[src/rtl/ccp_pkg.sv]
package ccp_pkg;

  localparam logic [3:0] MODE_OFF      = 4'b0000;
  localparam logic [3:0] MODE_CMP_TOG  = 4'b0010;
  localparam logic [3:0] MODE_CAP_FALL = 4'b0100;
  localparam logic [3:0] MODE_CAP_RISE = 4'b0101;
  localparam logic [3:0] MODE_CAP_4    = 4'b0110;
  localparam logic [3:0] MODE_CAP_16   = 4'b0111;
  localparam logic [3:0] MODE_CMP_SET  = 4'b1000;
  localparam logic [3:0] MODE_CMP_CLR  = 4'b1001;
  localparam logic [3:0] MODE_CMP_FLAG = 4'b1010;
  localparam logic [3:0] MODE_CMP_TRIG = 4'b1011;

  localparam logic [1:0] SEL_CTRL = 2'd0;
  localparam logic [1:0] SEL_DLO  = 2'd1;
  localparam logic [1:0] SEL_DHI  = 2'd2;

  typedef enum logic [1:0] {FN_OFF, FN_CAP, FN_CMP, FN_PWM} fn_e;

  function automatic fn_e decode_mode(logic [3:0] m);
    fn_e f;
    if (m[3:2] == 2'b11)                          f = FN_PWM;
    else if (m[3:2] == 2'b10 || m == MODE_CMP_TOG) f = FN_CMP;
    else if (m[3:2] == 2'b01)                     f = FN_CAP;
    else                                          f = FN_OFF;
    return f;
  endfunction

endpackage

[src/rtl/ccp_capture.sv]
module ccp_capture
  import ccp_pkg::*;
#(
  parameter int DIV_HI = 16
) (
  input  logic       clk,
  input  logic       rst_n,
  input  logic [3:0] mode,
  input  logic       mode_wr,
  input  logic       pin_in,
  output logic       cap_fire
);
  localparam int PRE_W = $clog2(DIV_HI);

  logic             pin_d;
  logic [PRE_W-1:0] pre_cnt;
  logic [PRE_W-1:0] limit;
  logic             ev;
  logic             rise, fall;

  assign rise = ~pin_d & pin_in;
  assign fall = pin_d & ~pin_in;

  always_comb begin
    ev    = 1'b0;
    limit = '0;
    case (mode)
      MODE_CAP_FALL: ev = fall;
      MODE_CAP_RISE: ev = rise;
      MODE_CAP_4:    begin ev = rise; limit = PRE_W'(3); end
      MODE_CAP_16:   begin ev = rise; limit = PRE_W'(DIV_HI - 1); end
      default:       ev = 1'b0;
    endcase
  end

  assign cap_fire = ev && (pre_cnt == limit);

  always_ff @(posedge clk) begin
    if (!rst_n) begin
      pin_d   <= 1'b0;
      pre_cnt <= '0;
    end else begin
      pin_d <= pin_in;
      if (mode_wr || decode_mode(mode) != FN_CAP) pre_cnt <= '0;
      else if (ev) pre_cnt <= cap_fire ? '0 : pre_cnt + 1'b1;
    end
  end

  p_prescale_cleared_r5: assert property (@(posedge clk) disable iff (!rst_n)
    mode_wr |=> (pre_cnt == '0));

  p_prescale_in_range_r5: assert property (@(posedge clk) disable iff (!rst_n)
    (mode == MODE_CAP_4) |-> (pre_cnt <= PRE_W'(3)));

endmodule

[src/rtl/ccp_compare.sv]
module ccp_compare
  import ccp_pkg::*;
#(
  parameter int TW = 16
) (
  input  logic          clk,
  input  logic          rst_n,
  input  logic [3:0]    mode,
  input  logic          mode_wr,
  input  logic [3:0]    new_mode,
  input  logic [TW-1:0] timer_val,
  input  logic [TW-1:0] ref_val,
  output logic          cmp_hit,
  output logic          latch_q,
  output logic          trig_q
);
  logic match, matched_d;

  assign match   = (timer_val == ref_val);
  assign cmp_hit = match && !matched_d && (decode_mode(mode) == FN_CMP);

  always_ff @(posedge clk) begin
    if (!rst_n) begin
      matched_d <= 1'b0;
      latch_q   <= 1'b0;
      trig_q    <= 1'b0;
    end else begin
      matched_d <= match;
      trig_q    <= cmp_hit && (mode == MODE_CMP_TRIG);
      if (decode_mode(mode) == FN_OFF && !mode_wr)        latch_q <= 1'b0;
      else if (mode_wr && new_mode == MODE_CMP_SET)       latch_q <= 1'b0;
      else if (mode_wr && new_mode == MODE_CMP_CLR)       latch_q <= 1'b1;
      else if (mode_wr && decode_mode(new_mode) == FN_OFF) latch_q <= 1'b0;
      else if (cmp_hit) begin
        case (mode)
          MODE_CMP_TOG: latch_q <= ~latch_q;
          MODE_CMP_SET: latch_q <= 1'b1;
          MODE_CMP_CLR: latch_q <= 1'b0;
          default:      latch_q <= latch_q;
        endcase
      end
    end
  end

  p_trig_one_cycle_r8: assert property (@(posedge clk) disable iff (!rst_n)
    trig_q |=> !trig_q);

  p_match_once_r9: assert property (@(posedge clk) disable iff (!rst_n)
    cmp_hit |=> !cmp_hit);

  p_flag_mode_keeps_pin_r8: assert property (@(posedge clk) disable iff (!rst_n)
    (cmp_hit && mode == MODE_CMP_FLAG && !mode_wr) |=> $stable(latch_q));

endmodule

[src/rtl/ccp_pwm.sv]
module ccp_pwm #(
  parameter int DW = 10
) (
  input  logic          clk,
  input  logic          rst_n,
  input  logic          enable,
  input  logic          strobe,
  input  logic [DW-1:0] count,
  input  logic [DW-1:0] duty_in,
  output logic          pwm_q
);
  logic [DW-1:0] shadow;

  always_ff @(posedge clk) begin
    if (!rst_n) begin
      shadow <= '0;
      pwm_q  <= 1'b0;
    end else if (!enable) begin
      pwm_q <= 1'b0;
    end else if (strobe) begin
      shadow <= duty_in;
      pwm_q  <= (duty_in != '0);
    end else if (count == shadow) begin
      pwm_q <= 1'b0;
    end
  end

  p_zero_duty_low_r11: assert property (@(posedge clk) disable iff (!rst_n)
    (enable && strobe && duty_in == '0) |=> !pwm_q);

  p_high_after_strobe_r10: assert property (@(posedge clk) disable iff (!rst_n)
    (enable && strobe && duty_in != '0) |=> pwm_q);

  p_no_rise_midperiod_r10: assert property (@(posedge clk) disable iff (!rst_n)
    (!strobe) |=> !$rose(pwm_q));

endmodule

[src/rtl/ccp_unit.sv]
module ccp_unit
  import ccp_pkg::*;
#(
  parameter int TW     = 16,
  parameter int DUTY_W = 10,
  parameter int DIV_HI = 16
) (
  input  logic              clk,
  input  logic              rst_n,
  input  logic [TW-1:0]     timer_val,
  input  logic [DUTY_W-1:0] pwm_count,
  input  logic              pwm_period_hit,
  input  logic              pin_in,
  input  logic              wr_en,
  input  logic [1:0]        wr_sel,
  input  logic [7:0]        wr_data,
  input  logic [1:0]        rd_sel,
  output logic [7:0]        rd_data,
  input  logic              flag_clear,
  output logic              pin_out,
  output logic              irq_flag,
  output logic              special_trig
);
  localparam int LOW_W  = DUTY_W - 8;
  localparam int CTRL_W = LOW_W + 4;
  localparam int HI_W   = TW - 8;

  logic [CTRL_W-1:0] ctrl_q;
  logic [TW-1:0]     data_q;
  logic              flag_q;
  logic [3:0]        mode;
  logic              mode_wr;
  logic              cap_fire, cmp_hit, latch_q, trig_q, pwm_q;
  fn_e               fn;

  assign mode    = ctrl_q[3:0];
  assign fn      = decode_mode(mode);
  assign mode_wr = wr_en && (wr_sel == SEL_CTRL);

  always_ff @(posedge clk) begin
    if (!rst_n) begin
      ctrl_q <= '0;
      data_q <= '0;
      flag_q <= 1'b0;
    end else begin
      if (mode_wr) ctrl_q <= wr_data[CTRL_W-1:0];
      if (cap_fire) data_q <= timer_val;
      else if (wr_en && wr_sel == SEL_DLO) data_q[7:0]    <= wr_data;
      else if (wr_en && wr_sel == SEL_DHI) data_q[TW-1:8] <= wr_data[HI_W-1:0];
      if (cap_fire || cmp_hit) flag_q <= 1'b1;
      else if (flag_clear)     flag_q <= 1'b0;
    end
  end

  ccp_capture #(.DIV_HI(DIV_HI)) u_cap (
    .clk(clk), .rst_n(rst_n), .mode(mode), .mode_wr(mode_wr),
    .pin_in(pin_in), .cap_fire(cap_fire)
  );

  ccp_compare #(.TW(TW)) u_cmp (
    .clk(clk), .rst_n(rst_n), .mode(mode), .mode_wr(mode_wr),
    .new_mode(wr_data[3:0]), .timer_val(timer_val), .ref_val(data_q),
    .cmp_hit(cmp_hit), .latch_q(latch_q), .trig_q(trig_q)
  );

  ccp_pwm #(.DW(DUTY_W)) u_pwm (
    .clk(clk), .rst_n(rst_n), .enable(fn == FN_PWM),
    .strobe(pwm_period_hit), .count(pwm_count),
    .duty_in({data_q[7:0], ctrl_q[CTRL_W-1:4]}), .pwm_q(pwm_q)
  );

  always_comb begin
    case (fn)
      FN_PWM:  pin_out = pwm_q;
      FN_CMP:  pin_out = latch_q;
      default: pin_out = 1'b0;
    endcase
  end

  always_comb begin
    case (rd_sel)
      SEL_CTRL: rd_data = 8'(ctrl_q);
      SEL_DLO:  rd_data = data_q[7:0];
      SEL_DHI:  rd_data = 8'(data_q[TW-1:8]);
      default:  rd_data = 8'h00;
    endcase
  end

  assign irq_flag     = flag_q;
  assign special_trig = trig_q;

  p_capture_loads_timer_r4: assert property (@(posedge clk) disable iff (!rst_n)
    cap_fire |=> (data_q == $past(timer_val)));

  p_flag_sticky_r12: assert property (@(posedge clk) disable iff (!rst_n)
    (flag_q && !flag_clear) |=> flag_q);

  p_event_sets_flag_r12: assert property (@(posedge clk) disable iff (!rst_n)
    (cap_fire || cmp_hit) |=> flag_q);

  p_off_pin_low_r3: assert property (@(posedge clk) disable iff (!rst_n)
    (fn == FN_OFF) |-> !pin_out);

  p_off_no_flag_r3: assert property (@(posedge clk) disable iff (!rst_n)
    (fn == FN_OFF && !flag_q && !mode_wr) |=> !flag_q);

endmodule

[config.mk]
export PLATFORM = sky130hd
export DESIGN_NAME = ccp_unit
export DESIGN_NICKNAME = d
export VERILOG_FILES = /design/src/rtl/ccp_pkg.sv /design/src/rtl/ccp_capture.sv /design/src/rtl/ccp_compare.sv /design/src/rtl/ccp_pwm.sv /design/src/rtl/ccp_unit.sv
export SDC_FILE = /design/constraint.sdc
export NUM_CORES = 1
export LEC_CHECK = 0
export ABC_AREA = 1
export BUFFER_PORTS_ARGS = -buffer_cell sky130_fd_sc_hd__buf_2
export CORE_MARGIN = 4
export CORE_UTILIZATION = 40
export DETAILED_ROUTE_END_ITERATION = 12
export SKIP_CTS_REPAIR_TIMING = 1
export SYNTH_ARGS = -nofsm -noshare
export SYNTH_HDL_FRONTEND = slang
export SYNTH_HIERARCHICAL = 1
export SYNTH_SLANG_ARGS = --single-unit
[constraint.sdc]
create_clock -name clk -period 1.8 [get_ports clk]
set_clock_uncertainty 0.1 [all_clocks]
set_input_delay 0.45 -clock clk [delete_from_list [all_inputs] [get_ports clk]]
set_output_delay 0.45 -clock clk [all_outputs]
set_load 0.02 [all_outputs]
==> flow_summary_export.csv <==
group,metric,value,unit
run_status,status,"finished with violations",
run_status,violations,"negative setup slack",
clock_tree,cts_tree,"built",
sta,setup_violations,1,
clock_tree,clock_sinks,42,
worst_setup_path,crit_chain,"buf_4 -> o21bai_1 -> nand3b_1 -> nand2_2 -> buf_6",
floorplan,die_w,91.45,um
worst_setup_path,cp-start-kind,"flop",
drt,drt-pass1-iter-count,4,
sta,relSlewSlack,73.01,%
placement,dp.cells,640,
grt,antenna_found_initial,0,
sta,finalHoldViolations,0,
clock_tree,cts_buffers,5,
sta,rsz0062_at_grt,"true",
hold_path,whs_endpoint,"u_cap/pin_d",
cells_and_area,n_antenna_cell,0,
synthesis,yosys-top-cells-area,"dfxtp_1 30%, nand2_1 20%, nor2_1 10%, inv_1 10%, nand3_1 5.6%",
floorplan,ioPinCount,55,
floorplan,die_y,91.45,um
cells_and_area,multi_input_area,1645,um^2
cells_and_area,final_cell_mix,"143 x nand2_1, 73 x nor2_1, 71 x inv_1",
clock_tree,path_clk_slew,80,ps
worst_setup_path,r2r-end,"data_q[1]",
cells_and_area,final_nets,603,
grt,overflow,0,
synthesis,synth_top_area_share,30.19,%
worst_setup_path,worstPathRequired,1250,ps
sta,whs,284.9,ps
floorplan,coreArea,6794,um^2
worst_setup_path,slowest_delay,360,ps
floorplan,rows,30,
pwr,switching_share,30.45,%
sta,min_period_over_period,103.4,%
drt,num_vias,3098,
worst_setup_path,crit_family,"flip-flops",
hold_path,hp-class,"in2reg",
hold_path,min_from,"pin_in",
grt,grt_pass1_wl,12500,um
worst_setup_path,cp_max_fo,5,
pwr,pwr-share-seq,47.9,%
pwr,power_density,590.8,nW/um^2
synthesis,synth_top_area_cell,"dfxtp_1",
drt,drc_errors,0,
grt,grt_max_degree,20,
hold_path,holdPathStages,3,
worst_setup_path,r2r-start,"ctrl_q[2]",
sta,worst_pin_slew,403.9,ps
worst_setup_path,cp-end-kind,"output port",
cells_and_area,layout_commonest_cell,"nand2_1",
cells_and_area,num-fill-cells,732,
sta,max_freq,0.5375,GHz
synthesis,synth_seq_cells,42,
cells_and_area,final_util,52.38,%
cells_and_area,seqCellArea,852.1,um^2
placement,place_hpwl,5962,um
sta,report.final.slew_viol_count,0,
placement,globalplace.congestion,0.8434,
grt,grt_pass1_vias,2727,
cells_and_area,finalNonFillerCells,655,
sta,setup_ws,-60.54,ps
placement,io_buffer_count,54,
cells_and_area,drive_gt1_share,23.61,%
floorplan,start_util,40.99,%
pwr,peakVddDrop,0.2701,mV
pwr,intPower,1462,uW
sta,fin_setup_tns,-60.54,ps
pwr,pwr-share-clk,30.8,%
worst_setup_path,path_class,"reg2out",
worst_setup_path,worst-path-buf-inv,2,
drt,routed_wl,7810,um
pwr,cellLeakagePower,0.001791,uW
clock_tree,cts_root_buffer,"clkbuf_8",
synthesis,seq_area_frac_synth,30.19,%
clock_tree,clk_latency,290,ps
drt,final_antenna_net_count,0,
synthesis,ys_warn_count,6,
pwr,p_sw,640.2,uW
synthesis,synth_area,2785,um^2
cells_and_area,syn_to_final_growth,27.76,%
job,cap_violations,0,
drt,avgRoutedWirePerCell,11.92,um
sta,finalCriticalPeriod,1861,ps
worst_setup_path,arrival,1310,ps
grt,track_usage,18.37,%
floorplan,die-area,8362,um^2
worst_setup_path,regToRegSetupSlack,110,ps
clock_tree,clk_path_buf_depth,2,
pwr,total_power,2102,uW
clock_tree,cts_max_level,2,
drt,viasPerCell,4.730,
synthesis,yosysUniqueCellTypes,35,
drt,drt-initial-drc-count,120,
worst_setup_path,crit_slowest_cell,"dfxtp_2",
worst_setup_path,r2r_cells,10,
synthesis,syn_nets,526,
pwr,comb_power_share,21.3,%
synthesis,syn_area_per_cell,5.790,um^2
synthesis,syn-instance-count,481,
[synthesized netlist by cell type]
master,count
a21oi_1,26
or2_1,1
nand3_1,31
o21ai_0,17
xor2_1,5
nor4_1,1
a21oi_2,1
o21a_1,1
nand4_1,2
inv_1,74
inv_2,2
nand3b_1,1
o21ai_2,1
o21ai_1,2
nand3_2,1
nor2_2,6
nor2_4,2
clkbuf_1,1
a311oi_1,1
or2_0,1
buf_2,5
nor3_1,2
nand2_1,152
a21boi_0,1
dfxtp_1,42
o211ai_1,7
ha_1,1
buf_4,5
nand2_2,2
buf_1,1
nor2_1,75
clkinv_1,3
xnor2_1,5
o21bai_1,1
o22ai_1,2
[metal layers]
metal	vias up	global-route usage [%]	part of all wire [%]
met2	75	31.10	48
li1	1630	-	-
met4	0	4.774	0.73
met3	5	2.734	5.1
met5	-	0	0
met1	1388	24.27	46
[per-stage QoR]
step,worst slack [ps],area (um^2)
global route,-106.4,3558
global placement,-119.0,3264
detailed placement,-165.1,3264
finish,-60.54,3558
CTS,-240.6,3359
floorplan,31.01,2786
[worst min-delay path, cell delays in order]
cell     delay, ps
buf_2          110
nand2_1         50
inv_1           50
[registers in the layout, indices dropped and copies added, names as in the netlist]
signal / flops
u_cap/pre_cnt: 4
u_cmp/matched_d: 1
ctrl_q: 6
u_pwm/shadow: 10
u_cmp/latch_q: 1
u_cmp/trig_q: 1
irq_flag: 1
u_pwm/pwm_q: 1
u_cap/pin_d: 1
data_q: 16
[power groups by stage]
stage / Sequential [uW] / Combinational [uW] / Clock (uW)
after detailed placement: 1030 / 408 / 0
after CTS: 1010 / 410 / 663
final: 1010 / 447 / 648
after global routing: 1010 / 504 / 695
after floorplan: 1020 / 252 / 0
after global placement: 1030 / 400 / 0
[final cells by class]
type / instances / share of cell area [%]
multi-input cells: 348 / 46.24
well taps: 96 / 3.376
flip-flops and latches: 42 / 23.95
clock inverters: 2 / 0.3516
repair buffers: 82 / 15.08
inverters: 79 / 8.685
clock buffers: 6 / 2.321
[cells by family (layout without fill, tap and decap cells)]
logic type / count (synthesis) / in the layout / share of synthesized area (%)
and+or+nand+nor: 277 / 277 / 40.88
buffers and inverters: 91 / 169 / 13.16
AOI/OAI and AO/OA: 60 / 60 / 12.17
DFF: 42 / 42 / 30.19
xor gates and xnor gates: 10 / 10 / 3.145
adders and majority gates: 1 / 1 / 0.4492
[how the worst max path moves through the flow]
stage | depth (start not counted) | slack (ps) | startpoint | to
floorplan | 13 | 30 | ctrl_q[1] | data_q[0]
global placement | 10 | -120 | pin_in | data_q[10]
detailed placement | 10 | -170 | pin_in | data_q[9]
CTS | 6 | -240 | ctrl_q[1] | pin_out
global route | 5 | -110 | ctrl_q[0] | pin_out
finish | 5 | -60 | ctrl_q[0] | pin_out
Note: power is estimated with default switching activity, not from simulation.
